**config.mk**
```make
export PLATFORM = sky130hd
export DESIGN_NAME = agu_ea_unit
export DESIGN_NICKNAME = d
export VERILOG_FILES = /design/src/rtl/agu_pkg.sv /design/src/rtl/agu_mode_decode.sv /design/src/rtl/agu_arith.sv /design/src/rtl/agu_regfile.sv /design/src/rtl/agu_ea_unit.sv
export SDC_FILE = /design/constraint.sdc
export NUM_CORES = 1
export LEC_CHECK = 0
export BUFFER_PORTS_ARGS = -buffer_cell sky130_fd_sc_hd__buf_2
export CAP_MARGIN = 15
export CORE_MARGIN = 4
export CORE_UTILIZATION = 47
export CTS_BUF_LIST = sky130_fd_sc_hd__clkbuf_4 sky130_fd_sc_hd__clkbuf_8
export DETAILED_ROUTE_END_ITERATION = 8
export GPL_ROUTABILITY_DRIVEN = 0
export SLEW_MARGIN = 15
export SYNTH_ARGS = -nofsm -noshare
export SYNTH_HDL_FRONTEND = slang
export SYNTH_SLANG_ARGS = --single-unit
export TNS_END_PERCENT = 20
```
**constraint.sdc**
```tcl
create_clock -name clk -period 9.3 [get_ports clk]
set_input_delay 0.93 -clock clk [delete_from_list [all_inputs] [get_ports clk]]
set_output_delay 0.93 -clock clk [all_outputs]
set_load 0.01 [all_outputs]
```
**src/rtl/agu_pkg.sv**
```systemverilog
package agu_pkg;

    localparam int MODE_W = 3;

    typedef enum logic [MODE_W-1:0] {
        AM_POST_SUB_N = 3'b000,
        AM_POST_ADD_N = 3'b001,
        AM_POST_DEC   = 3'b010,
        AM_POST_INC   = 3'b011,
        AM_PLAIN      = 3'b100,
        AM_INDEXED    = 3'b101,
        AM_RESERVED   = 3'b110,
        AM_PRE_DEC    = 3'b111
    } am_e;

    typedef enum logic [1:0] {
        OP_PASS = 2'd0,
        OP_ADD  = 2'd1,
        OP_SUB  = 2'd2
    } op_e;

    typedef struct packed {
        op_e  op;          // arithmetic applied to the pointer
        logic use_step;    // operand is the step register (else one)
        logic addr_is_sum; // address taken from the arithmetic result
        logic writeback;   // result committed into the pointer
        logic illegal;     // reserved encoding
    } am_ctl_t;

endpackage

```
**src/rtl/agu_mode_decode.sv**
```systemverilog
module agu_mode_decode
    import agu_pkg::*;
(
    input  logic [MODE_W-1:0] mode_bits,
    output am_ctl_t           ctl
);

    am_e mode;

    always_comb begin
        mode = am_e'(mode_bits);
        ctl  = '{op: OP_PASS, use_step: 1'b0, addr_is_sum: 1'b0,
                 writeback: 1'b0, illegal: 1'b0};
        unique case (mode)
            AM_POST_SUB_N: begin
                ctl.op        = OP_SUB;
                ctl.use_step  = 1'b1;
                ctl.writeback = 1'b1;
            end
            AM_POST_ADD_N: begin
                ctl.op        = OP_ADD;
                ctl.use_step  = 1'b1;
                ctl.writeback = 1'b1;
            end
            AM_POST_DEC: begin
                ctl.op        = OP_SUB;
                ctl.writeback = 1'b1;
            end
            AM_POST_INC: begin
                ctl.op        = OP_ADD;
                ctl.writeback = 1'b1;
            end
            AM_PLAIN: begin
                ctl.op = OP_PASS;
            end
            AM_INDEXED: begin
                ctl.op          = OP_ADD;
                ctl.use_step    = 1'b1;
                ctl.addr_is_sum = 1'b1;
            end
            AM_RESERVED: begin
                ctl.illegal = 1'b1;
            end
            AM_PRE_DEC: begin
                ctl.op          = OP_SUB;
                ctl.addr_is_sum = 1'b1;
                ctl.writeback   = 1'b1;
            end
            default: begin
                ctl.illegal = 1'b1;
            end
        endcase
    end

endmodule

```
**src/rtl/agu_arith.sv**
```systemverilog
module agu_arith
    import agu_pkg::*;
#(
    parameter int AW = 16
) (
    input  am_ctl_t       ctl,
    input  logic [AW-1:0] ptr,
    input  logic [AW-1:0] step,
    output logic [AW-1:0] addr,
    output logic [AW-1:0] next_ptr
);

    localparam logic [AW-1:0] ONE = {{(AW-1){1'b0}}, 1'b1};

    logic [AW-1:0] operand;
    logic [AW-1:0] result;

    always_comb begin
        operand = ctl.use_step ? step : ONE;
        unique case (ctl.op)
            OP_ADD:  result = ptr + operand;
            OP_SUB:  result = ptr - operand;
            default: result = ptr;
        endcase
    end

    always_comb begin
        next_ptr = result;
        if (ctl.illegal)
            addr = '0;
        else if (ctl.addr_is_sum)
            addr = result;
        else
            addr = ptr;
    end

endmodule

```
**src/rtl/agu_regfile.sv**
```systemverilog
module agu_regfile #(
    parameter int AW   = 16,
    parameter int NREG = 8,
    parameter int IW   = 3
) (
    input  logic          clk,
    input  logic          rst_n,
    input  logic [IW-1:0] rd_idx,
    output logic [AW-1:0] ptr_rd,
    output logic [AW-1:0] step_rd,
    input  logic          upd_we,
    input  logic [IW-1:0] upd_idx,
    input  logic [AW-1:0] upd_data,
    input  logic          ini_we,
    input  logic          ini_kind,
    input  logic [IW-1:0] ini_idx,
    input  logic [AW-1:0] ini_data
);

    logic [AW-1:0] ptr_q  [NREG];
    logic [AW-1:0] step_q [NREG];

    for (genvar g = 0; g < NREG; g++) begin : g_reg
        logic ini_hit_ptr;
        logic ini_hit_step;
        logic upd_hit;

        assign ini_hit_ptr  = ini_we && !ini_kind && (ini_idx == IW'(g));
        assign ini_hit_step = ini_we &&  ini_kind && (ini_idx == IW'(g));
        assign upd_hit      = upd_we && (upd_idx == IW'(g));

        always_ff @(posedge clk or negedge rst_n) begin
            if (!rst_n) begin
                ptr_q[g] <= '0;
            end else if (ini_hit_ptr) begin
                ptr_q[g] <= ini_data;
            end else if (upd_hit) begin
                ptr_q[g] <= upd_data;
            end
        end

        always_ff @(posedge clk or negedge rst_n) begin
            if (!rst_n) begin
                step_q[g] <= '0;
            end else if (ini_hit_step) begin
                step_q[g] <= ini_data;
            end
        end
    end

    assign ptr_rd  = ptr_q[rd_idx];
    assign step_rd = step_q[rd_idx];

endmodule

```
**src/rtl/agu_ea_unit.sv**
```systemverilog
module agu_ea_unit
    import agu_pkg::*;
#(
    parameter int ADDR_W   = 16,
    parameter int NUM_REGS = 8
) (
    input  logic                         clk,
    input  logic                         rst_n,
    input  logic [MODE_W+$clog2(NUM_REGS)-1:0] ea_field,
    input  logic                         space_in,
    input  logic                         ea_en,
    input  logic                         init_we,
    input  logic                         init_kind,
    input  logic [$clog2(NUM_REGS)-1:0]  init_idx,
    input  logic [ADDR_W-1:0]            init_data,
    output logic [ADDR_W-1:0]            addr_out,
    output logic                         mem_sel_y,
    output logic                         bad_mode
);

    localparam int IDX_W = $clog2(NUM_REGS);

    logic [IDX_W-1:0]  sel_idx;
    logic [MODE_W-1:0] sel_mode;
    am_ctl_t           ctl;
    logic [ADDR_W-1:0] ptr_val;
    logic [ADDR_W-1:0] step_val;
    logic [ADDR_W-1:0] next_ptr;
    logic [ADDR_W-1:0] addr_c;
    logic              commit;

    assign sel_idx  = ea_field[IDX_W-1:0];
    assign sel_mode = ea_field[MODE_W+IDX_W-1:IDX_W];

    agu_mode_decode u_dec (
        .mode_bits (sel_mode),
        .ctl       (ctl)
    );

    agu_regfile #(
        .AW   (ADDR_W),
        .NREG (NUM_REGS),
        .IW   (IDX_W)
    ) u_rf (
        .clk      (clk),
        .rst_n    (rst_n),
        .rd_idx   (sel_idx),
        .ptr_rd   (ptr_val),
        .step_rd  (step_val),
        .upd_we   (commit),
        .upd_idx  (sel_idx),
        .upd_data (next_ptr),
        .ini_we   (init_we),
        .ini_kind (init_kind),
        .ini_idx  (init_idx),
        .ini_data (init_data)
    );

    agu_arith #(
        .AW (ADDR_W)
    ) u_alu (
        .ctl      (ctl),
        .ptr      (ptr_val),
        .step     (step_val),
        .addr     (addr_c),
        .next_ptr (next_ptr)
    );

    assign commit = ea_en && ctl.writeback && !ctl.illegal;

    always_comb begin
        addr_out  = addr_c;
        mem_sel_y = space_in;
        bad_mode  = ea_en && ctl.illegal;
    end

endmodule

```
==> impl_metrics.py <==
metrics = {
    "logic_synthesis": {
        "synth.distinct_cells": 60,
        "ys.warnings.count": 0,
        "yosys.area.top_type": "dfrtp_1",
        "synth_edf_count": 0,
        "synth_top_area_share_pct": 44.1,
        "synth_cells": 1446,
        "syn_area_um2": 14500,
        "synth.area.top_cells": "dfrtp_1 (44%), mux2_2 (10%), mux4_2 (9.6%)",
        "ys_seq_elements": 256,
        "async_flop_share_pct": 100,
        "seq_area_frac_synth_pct": 44.1,
        "syn_avg_cell_area_um2": 10.1,
        "synth_ff_type": "dfrtp_1",
        "synth.net_count": 1495,
    },
    "detailed_routing": {
        "vias": 11700,
        "viasPerCell": 6.15,
        "postRouteAntennaNets": 0,
        "detail_route.first_pass.iterations": 5,
        "drt_iter0_drc": 1296,
        "totalWireLength_mm": 45.2,
        "drc_errors": 0,
        "wl_per_cell_um": 23.7,
    },
    "worst_setup_path": {
        "crit_type": "in -> out",
        "r2r-end": "u_rf.ptr_q[21]$_DFFE_PN0P_",
        "cp_slowest_cell": "a31oi_1",
        "max_stage_delay_ns": 0.82,
        "reg2regPathDepth": 16,
        "reg2reg_from": "u_rf.step_q[0]$_DFFE_PN0P_",
        "cp-start-kind": "input pin",
        "cp_common_cell": "buf_4",
        "r2r_slack_ns": 4.51,
        "required_ns": 8.37,
        "cp_max_fo": 39,
        "critPathCaptureType": "output port",
        "cp.arrival_ns": 6.15,
        "cp_cell_sequence": "buf_4 > buf_4 > mux4_2 > mux2i_1 > inv_1 > ha_1 > nor2b_1 > o21a_1 > o21ai_0 > a21oi_1 > or3_1 > a31oi_1 > o22ai_1 > buf_2",
    },
    "sta": {
        "finalClockSkew_ns": 0.0283,
        "relSlewSlack_pct": 24.2,
        "max_freq_mhz": 141,
        "finalSetupViolCount": 0,
        "hold_violations": 0,
        "fin_crit_ns": 7.08,
        "maxSlewViolCount": 0,
        "min_period_over_period_pct": 76.1,
        "worst_slew_pin_slew_ns": 1.14,
        "fin_tns_setup_ns": 0,
        "rsz0062_at_grt": "no",
    },
    "cts": {
        "clk_latency_ns": 0.58,
        "hold_buffers": 0,
        "cts_tree": "done",
        "cts_inserted_buffers": 46,
        "clk_root_buffer_cell": "clkbuf_8",
        "cts.path.max_buffers": 3,
        "cts_setup_buffers": 0,
        "cts_resized": 0,
        "cts_sinks": 256,
        "cts.htree.levels": 2,
        "cts.reportedPaths.clkPinSlew_ns": 0.06,
    },
    "die": {
        "die_area_um2": 33800,
        "die_h_um": 184,
        "die_x_um": 184,
        "core_area_um2": 30600,
        "io_pins": 49,
        "start_util_pct": 47.5,
        "fp-row-count": 64,
    },
    "layout": {
        "diodes": 0,
        "fillers": 2778,
        "stdcell_area_um2": 16100,
        "synthToLayoutAreaGrowth_pct": 11.0,
        "drive_gt1_share_pct": 24.9,
        "multi_input_area_um2": 7660,
        "regArea_um2": 6410,
        "layout.nets": 1519,
    },
    "grt": {
        "grt_use_total_pct": 27.0,
        "grt_max_degree": 113,
        "grt.overflow.total": 0,
        "antenna_found_initial": 1,
        "grt_pass1_wl_mm": 70.0,
        "grt_pass1_vias": 11500,
    },
    "outcome": {
        "status": "finished clean",
    },
    "power_and_ir_drop": {
        "power.share.combinational_pct": 34.8,
        "power_leakage_uw": 0.00685,
        "p_sw_share_pct": 35.1,
        "clockPowerShare_pct": 26.3,
        "p_sw_uw": 1480,
        "power.density_nw_per_um2": 262,
        "p_int_uw": 2740,
        "vdd_drop_max_uv": 99.2,
        "p_seq_share_pct": 38.8,
        "p_total_uw": 4220,
    },
    "hold_path": {
        "hp-class": "in -> async",
    },
    "place": {
        "io_buffer_count": 46,
        "dpl.hpwl_mm": 28.9,
        "dpl-instance-area_um2": 15100,
    },
    "flow_run": {
        "cap_violations": 0,
    },
}
logic make-up after synthesis:
kind of cell | after synthesis | synth area share, %
buffers and inverters | 129 | 3.55
adders and majority gates | 18 | 1.60
xor gates and xnor gates | 20 | 1.20
AOI/OAI and AO/OA | 328 | 13.2
muxes | 236 | 22.9
and+or+nand+nor | 459 | 13.5
DFF | 256 | 44.1
metrics by stage:
| step | hold WS (ns) | cells | setup slack (ns) | util (%) |
|---|---|---|---|---|
| floorplan | 0.475 | 1446 | 3.17 | - |
| global placement | 0.483 | 1817 | 2.25 | 49.5 |
| detailed placement | 0.491 | 1817 | 2.16 | 49.5 |
| CTS | 0.471 | 1901 | 2.17 | 52.7 |
| global route | 0.503 | 1902 | 1.77 | 52.7 |
| finish | 0.428 | 1902 | 2.22 | 52.7 |
power groups by stage:
stage / clock network [uW] / registers, uW / logic, uW
finish: 1110 / 1640 / 1470
global route: 1190 / 1680 / 1610
CTS: 1130 / 1630 / 1450
detailed placement: 0 / 1650 / 1450
global placement: 0 / 1640 / 1420
floorplan: 0 / 1590 / 1100
flip-flops by register name (all words and copies together), names as in the netlist:
| name | count |
|---|---|
| u_rf.ptr_q | 128 |
| u_rf.step_q | 128 |
worst max path at each step:
| stage | slack (ns) | startpoint | to |
|---|---|---|---|
| finish | 2.22 | ea_field[0] | addr_out[5] |
| CTS | 2.17 | ea_field[0] | addr_out[5] |
| floorplan | 3.17 | ea_field[0] | addr_out[11] |
| global route | 1.77 | ea_field[0] | addr_out[5] |
| detailed placement | 2.16 | ea_field[0] | addr_out[5] |
| global placement | 2.25 | ea_field[0] | addr_out[5] |
cell usage in the layout, fill, tap and decap left out, types with 21 or more instances in the layout:
cell type	n
clkbuf_4	21
nor2_1	119
a21oi_1	75
o21ai_0	133
nand2_1	232
mux2_2	130
or3_1	25
dfrtp_1	256
buf_4	35
clkbuf_8	56
inv_1	24
mux2i_1	36
buf_2	43
mux4_2	62
a31oi_1	39
area by class of cell:
| cell class | instances | share of cell area (%) |
|---|---|---|
| Clock buffer | 77 | 5.75 |
| Clock inverter | 7 | 0.271 |
| Inverter | 25 | 0.582 |
| Multi-Input combinational cell | 1061 | 47.5 |
| Sequential cell | 256 | 39.7 |
| Tap cell | 396 | 3.07 |
| Timing Repair Buffer | 80 | 3.15 |
cell usage after synthesis, types with 7 or more instances:
cell      number
a21o_1        14
a21oi_1       75
a311oi_1       8
a31oi_1       39
and3_1         8
buf_1         12
buf_2         10
clkbuf_1      78
dfrtp_1      256
ha_1          17
inv_1         24
mux2_1         7
mux2_2       130
mux2i_1       36
mux4_2        62
nand2_1      232
nand2b_1       7
nand3_1       14
nor2_1       126
nor2b_1        8
nor3_1        16
o21a_1         7
o21ai_0      134
o22ai_1        9
o31a_1        10
or3_1         25
xnor2_1       13
xor2_1         7
critical path, delay by kind of cell:
kind,cells,cell delay [ns]
multiplexers,2,0.90
adder cells (fa/ha/maj),1,0.29
AO/OA/AOI/OAI,5,1.90
AND/OR/NAND/NOR,2,0.46
buffers and inverters,4,1.63
routing by layer:
layer,track usage [%],vias up,share of wire [%]
met5,0,-,0.031
met2,39.9,563,44
met1,40.0,5778,44
met4,8.16,2,2.6
met3,5.92,96,9.4
li1,-,5257,-
(Power assumes the default switching activity.)
